[src/rtl/pfx_pkg.sv]
package pfx_pkg;
   typedef enum logic [2:0] {
      K_ORDINARY = 3'd0,
      K_WITH     = 3'd1,
      K_ALT1     = 3'd2,
      K_ALT2     = 3'd3,
      K_ALT3     = 3'd4,
      K_TO       = 3'd5,
      K_FROM     = 3'd6,
      K_BRANCH   = 3'd7
   } op_kind_e;

   localparam int ALT_W = 2;
endpackage

[src/rtl/pfx_next.sv]
module pfx_next
   import pfx_pkg::*;
#(
   parameter int IDX_W   = 4,
   parameter int CLR_IDX = 0
) (
   input  logic [IDX_W-1:0] cur_src,
   input  logic [IDX_W-1:0] cur_dst,
   input  logic             cur_b,
   input  logic [ALT_W-1:0] cur_alt,
   input  logic             op_valid,
   input  logic [2:0]       op_kind,
   input  logic [IDX_W-1:0] reg_field,
   input  logic             op_done,
   output logic [IDX_W-1:0] nxt_src,
   output logic [IDX_W-1:0] nxt_dst,
   output logic             nxt_b,
   output logic [ALT_W-1:0] nxt_alt,
   output logic             mv_req_c,
   output logic [IDX_W-1:0] mv_src_c,
   output logic [IDX_W-1:0] mv_dst_c,
   output logic             mv_flags_c
);
   localparam logic [IDX_W-1:0] IDLE_IDX = IDX_W'(CLR_IDX);

   op_kind_e kind;
   assign kind = op_kind_e'(op_kind);

   always_comb begin
      nxt_src    = cur_src;
      nxt_dst    = cur_dst;
      nxt_b      = cur_b;
      nxt_alt    = cur_alt;
      mv_req_c   = 1'b0;
      mv_src_c   = cur_src;
      mv_dst_c   = cur_dst;
      mv_flags_c = 1'b0;
      if (op_done) begin
         nxt_src = IDLE_IDX;
         nxt_dst = IDLE_IDX;
         nxt_b   = 1'b0;
         nxt_alt = '0;
      end else if (op_valid) begin
         unique case (kind)
            K_WITH: begin
               nxt_src = reg_field;
               nxt_dst = reg_field;
               nxt_b   = 1'b1;
            end
            K_ALT1: begin
               nxt_b      = 1'b0;
               nxt_alt[0] = 1'b1;
            end
            K_ALT2: begin
               nxt_b      = 1'b0;
               nxt_alt[1] = 1'b1;
            end
            K_ALT3: begin
               nxt_b   = 1'b0;
               nxt_alt = '1;
            end
            K_TO: begin
               if (cur_b) begin
                  mv_req_c = 1'b1;
                  mv_src_c = cur_src;
                  mv_dst_c = reg_field;
                  nxt_src  = IDLE_IDX;
                  nxt_dst  = IDLE_IDX;
                  nxt_b    = 1'b0;
                  nxt_alt  = '0;
               end else begin
                  nxt_dst = reg_field;
               end
            end
            K_FROM: begin
               if (cur_b) begin
                  mv_req_c   = 1'b1;
                  mv_src_c   = reg_field;
                  mv_dst_c   = cur_dst;
                  mv_flags_c = 1'b1;
                  nxt_src    = IDLE_IDX;
                  nxt_dst    = IDLE_IDX;
                  nxt_b      = 1'b0;
                  nxt_alt    = '0;
               end else begin
                  nxt_src = reg_field;
               end
            end
            default: ;
         endcase
      end
   end
endmodule

[src/rtl/pfx_state.sv]
module pfx_state
   import pfx_pkg::*;
#(
   parameter int IDX_W   = 4,
   parameter int CLR_IDX = 0
) (
   input  logic             clk,
   input  logic             rst_n,
   input  logic [IDX_W-1:0] nxt_src,
   input  logic [IDX_W-1:0] nxt_dst,
   input  logic             nxt_b,
   input  logic [ALT_W-1:0] nxt_alt,
   output logic [IDX_W-1:0] cur_src,
   output logic [IDX_W-1:0] cur_dst,
   output logic             cur_b,
   output logic [ALT_W-1:0] cur_alt
);
   localparam logic [IDX_W-1:0] IDLE_IDX = IDX_W'(CLR_IDX);

   always_ff @(posedge clk or negedge rst_n) begin
      if (!rst_n) begin
         cur_src <= IDLE_IDX;
         cur_dst <= IDLE_IDX;
         cur_b   <= 1'b0;
         cur_alt <= '0;
      end else begin
         cur_src <= nxt_src;
         cur_dst <= nxt_dst;
         cur_b   <= nxt_b;
         cur_alt <= nxt_alt;
      end
   end
endmodule

[src/rtl/pfx_move_out.sv]
module pfx_move_out #(
   parameter int IDX_W    = 4,
   parameter bit MOVE_REG = 1'b0
) (
   input  logic             clk,
   input  logic             rst_n,
   input  logic             req_c,
   input  logic [IDX_W-1:0] src_c,
   input  logic [IDX_W-1:0] dst_c,
   input  logic             flags_c,
   output logic             req_o,
   output logic [IDX_W-1:0] src_o,
   output logic [IDX_W-1:0] dst_o,
   output logic             flags_o
);
   generate
      if (MOVE_REG) begin : g_flop
         always_ff @(posedge clk or negedge rst_n) begin
            if (!rst_n) begin
               req_o   <= 1'b0;
               src_o   <= '0;
               dst_o   <= '0;
               flags_o <= 1'b0;
            end else begin
               req_o   <= req_c;
               src_o   <= src_c;
               dst_o   <= dst_c;
               flags_o <= flags_c;
            end
         end
      end else begin : g_comb
         assign req_o   = req_c;
         assign src_o   = src_c;
         assign dst_o   = dst_c;
         assign flags_o = flags_c;
      end
   endgenerate
endmodule

[src/rtl/pfx_select_ctrl.sv]
module pfx_select_ctrl
   import pfx_pkg::*;
#(
   parameter int IDX_W    = 4,
   parameter int CLR_IDX  = 0,
   parameter bit MOVE_REG = 1'b0
) (
   input  logic             clk,
   input  logic             rst_n,
   input  logic             op_valid,
   input  logic [2:0]       op_kind,
   input  logic [IDX_W-1:0] reg_field,
   input  logic             op_done,
   output logic [IDX_W-1:0] src_idx,
   output logic [IDX_W-1:0] dst_idx,
   output logic             b_flag,
   output logic [1:0]       alt_mode,
   output logic             mv_req,
   output logic [IDX_W-1:0] mv_src,
   output logic [IDX_W-1:0] mv_dst,
   output logic             mv_flags
);
   localparam int NUM_REGS = 1 << IDX_W;

   generate
      if (IDX_W < 1 || IDX_W > 8) begin : g_bad_width
         $error("pfx_select_ctrl: IDX_W out of range");
      end
      if (CLR_IDX < 0 || CLR_IDX >= NUM_REGS) begin : g_bad_clr
         $error("pfx_select_ctrl: CLR_IDX outside register file");
      end
   endgenerate

   logic [IDX_W-1:0] nxt_src, nxt_dst, mv_src_c, mv_dst_c;
   logic             nxt_b, mv_req_c, mv_flags_c;
   logic [ALT_W-1:0] nxt_alt;

   pfx_next #(.IDX_W(IDX_W), .CLR_IDX(CLR_IDX)) u_next (
      .cur_src(src_idx), .cur_dst(dst_idx), .cur_b(b_flag), .cur_alt(alt_mode),
      .op_valid(op_valid), .op_kind(op_kind), .reg_field(reg_field), .op_done(op_done),
      .nxt_src(nxt_src), .nxt_dst(nxt_dst), .nxt_b(nxt_b), .nxt_alt(nxt_alt),
      .mv_req_c(mv_req_c), .mv_src_c(mv_src_c), .mv_dst_c(mv_dst_c), .mv_flags_c(mv_flags_c)
   );

   pfx_state #(.IDX_W(IDX_W), .CLR_IDX(CLR_IDX)) u_state (
      .clk(clk), .rst_n(rst_n),
      .nxt_src(nxt_src), .nxt_dst(nxt_dst), .nxt_b(nxt_b), .nxt_alt(nxt_alt),
      .cur_src(src_idx), .cur_dst(dst_idx), .cur_b(b_flag), .cur_alt(alt_mode)
   );

   pfx_move_out #(.IDX_W(IDX_W), .MOVE_REG(MOVE_REG)) u_move (
      .clk(clk), .rst_n(rst_n),
      .req_c(mv_req_c), .src_c(mv_src_c), .dst_c(mv_dst_c), .flags_c(mv_flags_c),
      .req_o(mv_req), .src_o(mv_src), .dst_o(mv_dst), .flags_o(mv_flags)
   );
endmodule

[config.mk]
export PLATFORM = sky130hd
export DESIGN_NAME = pfx_select_ctrl
export DESIGN_NICKNAME = d
export VERILOG_FILES = /design/src/rtl/pfx_pkg.sv /design/src/rtl/pfx_next.sv /design/src/rtl/pfx_state.sv /design/src/rtl/pfx_move_out.sv /design/src/rtl/pfx_select_ctrl.sv
export SDC_FILE = /design/constraint.sdc
export NUM_CORES = 1
export LEC_CHECK = 0
export ABC_AREA = 1
export ABC_CLOCK_PERIOD_IN_PS = 1300
export BUFFER_PORTS_ARGS = -buffer_cell sky130_fd_sc_hd__buf_4
export CORE_ASPECT_RATIO = 0.75
export CORE_MARGIN = 3
export CORE_UTILIZATION = 25
export CTS_BUF_LIST = sky130_fd_sc_hd__clkbuf_4
export CTS_CLUSTER_DIAMETER = 120
export DETAILED_ROUTE_END_ITERATION = 16
export PLACE_DENSITY = 0.54
export SYNTH_ARGS = -nofsm -noshare
export SYNTH_HDL_FRONTEND = slang
export SYNTH_SLANG_ARGS = --single-unit
export TNS_END_PERCENT = 10
[constraint.sdc]
create_clock -name clk -period 1.3 [get_ports clk]
set_input_delay 0.26 -clock clk [delete_from_list [all_inputs] [get_ports clk]]
set_output_delay 0.26 -clock clk [all_outputs]
set_load 0.005 [all_outputs]
==> results.md <==
Power:
- Summed over all cells, the static leakage comes to 0.7810 nW.
- The worst voltage drop across the vdd grid is 0.0005667 V.
- The power density relative to cell area is 806.4 nW/um2.
- Overall power consumption after layout is estimated at 0.001099 W.

STA:
- Derived from the worst setup path, the maximum achievable clock frequency is 0.6145 GHz.
- The worst hold slack is 330.4 ps.
- The final hold violation count is 0.
- The clock arrives with 3.411 ps of skew.
- The final setup violation count is 14.
- For the pin with the worst max-slew slack, the measured transition is 234.0 ps.
- The post-route minimum period is 1627 ps.
- After layout, the worst setup slack is -327.3 ps.
- The share of the clock period used by the worst path after layout is 125.2%.
- Headroom to the max-slew limit came out at 84.38%.
- The max-slew violation total from the final report was 0.
- Setup repair after global routing could not meet its margin everywhere.

Clock network:
- Clock latency on the worst-skew pair, taken at its later pin, is 280 ps.
- Clock tree synthesis found a total of 11 sinks.
- The tree is rooted in a sky130_fd_sc_hd__clkbuf_4.
- In this run the number of H-tree levels came out at 1.
- TritonCTS built the clock tree.
- Clock tree synthesis inserted a total of 3 buffers.
- After clock tree synthesis, the clock-pin slew on the worst setup and hold paths is 80 ps.
- The maximum clock path buffer count is 2.

Drt:
- The remaining routing DRC violations is 0.
- The total wire length is 2902 um.
- Dividing the detail-routed via count by the number of cells gives 4.677.
- The DRC marker count from the first detailed-route iteration is 66.
- The total vias in the final route is 1071.
- The antenna violation net count after detailed routing is 0.
- The detail-routed net length per standard cell is 12.67 um.
- The first TritonRoute pass finished after 6 iterations.

Placement:
- The placed wire-length estimate is 2302 um.
- At the end of routability-driven placement, the weighted congestion stood at 0.7680.
- The total of buffers placed on input and output ports is 31.
- After detailed placement, the total cell area comes to 1269 um2.
- At the placement stage, the worst setup path has a slack of -159.1 ps.

Global route:
- The first-pass GRT wire length is 4747 um.
- The total overflow left after global routing is 0.
- The number of global-route vias before repair was 1008.
- The maximum number of pins on one net before global-route repair is 12.
- The total track usage is 14.68%.
- The number of antenna violations at the first check in global routing is 0.

Min path:
- The type of the worst min-delay path is in2reg.

Worst setup path:
- STA classifies the critical path endpoint as an output port.
- The critical path start-end classification is reg2out.
- The required time of the critical path is 1040 ps.
- The nature of the critical path startpoint is a flip-flop.
- The largest fanout on the critical path is 5.
- For the worst setup path, the data arrival time is 1370 ps.

Status:
- The flow ran to the end, but the final reports show violations.
- The final reports fail on negative setup slack.

Layout:
- The synthesis-to-layout area growth is 57.14%.
- Cells with a size suffix above 1 make up 41.36% of the layout.
- Once layout is done, the placed cells without fillers occupy 1363 um2.
- The end-of-flow core utilization is 43.58%.
- The net count of the finished layout is 203.
- The diode insertion count for antenna repair is 0.

Yosys:
- The post-synthesis cell area is 867.1 um2.
- The synthesized instance count is 139.
- The count of unique library cells instantiated by Yosys is 18.
- The number of nets in the synthesized netlist is 150.
- After synthesis, the mean cell area works out to 6.238 um2.
- The number of storage elements in the synthesis netlist is 11.
- Summing the sequential cell areas from Yosys gives 31.75% of the chip area.
- The number of warning messages in the yosys log is 0.
- The top cell type's share of synthesized area is 31.75%.
- Of all cell types, the one taking the most synthesized area is sky130_fd_sc_hd__dfrtp_1.
- Yosys attributes the largest share of cell area to sky130_fd_sc_hd__dfrtp_1 (32%), sky130_fd_sc_hd__nand2_1 (20%), sky130_fd_sc_hd__nor2_1 (7.8%).

Die:
- In this run the count of I/O pins placed on the die edge is 32.
- The die width is 74.01 um.
- After floorplanning, the core was sized to cover 3127 um2.
- The die covers 4218 um2.
- The starting utilization of the core area is 27.73%.
- The die height is 57 um.
- The number of core rows is 17.

Job:
- Max-cap violations in this run came to 0.
==> cell type report <==
class                   instances  area, um2
clock buffers                   3      22.52
clock inverters                 1      5.005
fillers                       320       1764
inverters                      20      75.07
multi-input cells             108      561.8
flip-flops and latches         11      275.3
well taps                      38      47.55
repair buffers                 48      375.4
==> flip-flops by register name, indices dropped and copies added (netlist names) <==
name / count
u_state.cur_dst: 4
u_state.cur_b: 1
u_state.cur_alt: 2
u_state.cur_src: 4
==> cells in the mapped netlist <==
master,count
sky130_fd_sc_hd__nand2_2,3
sky130_fd_sc_hd__nor2_4,2
sky130_fd_sc_hd__o31ai_1,2
sky130_fd_sc_hd__dfrtp_1,11
sky130_fd_sc_hd__nand3_2,1
sky130_fd_sc_hd__nand2_1,47
sky130_fd_sc_hd__o21ai_1,2
sky130_fd_sc_hd__inv_1,14
sky130_fd_sc_hd__nand2_4,1
sky130_fd_sc_hd__nor2_2,4
sky130_fd_sc_hd__nor2_1,18
sky130_fd_sc_hd__inv_2,6
sky130_fd_sc_hd__o21ai_0,4
sky130_fd_sc_hd__nand3_1,12
sky130_fd_sc_hd__buf_6,1
sky130_fd_sc_hd__a21oi_1,9
sky130_fd_sc_hd__nand3_4,1
sky130_fd_sc_hd__nand4_1,1
==> worst max-delay path: stages, from the launching register on <==
cell	delay [ps]
sky130_fd_sc_hd__dfrtp_1	410
sky130_fd_sc_hd__nand3_4	140
sky130_fd_sc_hd__nor2_4	200
sky130_fd_sc_hd__nor2_1	60
sky130_fd_sc_hd__a21oi_1	140
sky130_fd_sc_hd__buf_4	140
==> placed cells by master, fill, tap and decap left out <==
master                           n
sky130_fd_sc_hd__inv_1          14
sky130_fd_sc_hd__nand2_1        46
sky130_fd_sc_hd__a21oi_2         2
sky130_fd_sc_hd__nand4_1         1
sky130_fd_sc_hd__clkinv_2        1
sky130_fd_sc_hd__dlygate4sd3_1   1
sky130_fd_sc_hd__nand2_4         2
sky130_fd_sc_hd__o21ai_0         4
sky130_fd_sc_hd__clkbuf_4        3
sky130_fd_sc_hd__buf_4          46
sky130_fd_sc_hd__buf_12          1
sky130_fd_sc_hd__inv_2           6
sky130_fd_sc_hd__a21oi_1         7
sky130_fd_sc_hd__nand2_2         3
sky130_fd_sc_hd__nand3_1        11
sky130_fd_sc_hd__dfrtp_1        11
sky130_fd_sc_hd__nor2_4          3
sky130_fd_sc_hd__o31ai_2         2
sky130_fd_sc_hd__nand3_2         1
sky130_fd_sc_hd__nor2_2          7
sky130_fd_sc_hd__o21ai_1         2
sky130_fd_sc_hd__nand3_4         2
sky130_fd_sc_hd__nor2_1         15
==> layer usage <==
layer  GRT usage (%)  vias up  routed length (um)
li1                -      540                   -
met1           21.72      495                1441
met2           20.96       30                1277
met3           3.873        6                 154
met4           3.876        0                  28
met5               0        -                   0
==> through the flow <==
stage | instances | setup TNS, ps
2_1_floorplan | 139 | 0
3_3_place_gp | 223 | -1325
3_5_place_dp | 223 | -1481
4_1_cts | 229 | -2567
5_1_grt | 229 | -4675
6_report | 229 | -2815
==> power by group <==
part	leakage, nW	internal [W]	total [W]	switching, W
Combinational	0.619	0.000211	0.000427	0.000216
Clock	0.0177	0.000114	0.000257	0.000142
Sequential	0.145	0.000382	0.000415	0.0000334
==> path summary, 6_finish.rpt <==
path                               startpoint                 end  slack (ps)  cells after the start
max in group asynchronous               rst_n  u_state.cur_src[2]         800                      2
min in group asynchronous               rst_n  u_state.cur_dst[0]         340                      2
min                              reg_field[2]  u_state.cur_dst[2]         330                      5
max                             u_state.cur_b           mv_src[3]        -330                      5
min reg2reg                u_state.cur_alt[0]  u_state.cur_alt[0]         490                      2
max reg2reg                     u_state.cur_b  u_state.cur_dst[1]         -50                      8
==> what timing repair did <==
action                                  CTS  global route
pin swaps                                 2             4
buffers inserted                          0             0
hold buffers                              1             0
endpoints found under the hold margin    11             0
gates resized for setup                   7             5
gates cloned                              1             0
endpoints found under the setup margin   20            21
==> logic make-up (layout without fill, tap and decap cells) <==
family,after synthesis,after routing,synth area share (%)
flip-flops,11,11,31.75
AND/OR/NAND/NOR,90,91,47.91
buffers and inverters,21,72,9.956
AO/OA/AOI/OAI,17,17,10.39
Note: power is estimated with default switching activity, not from simulation.
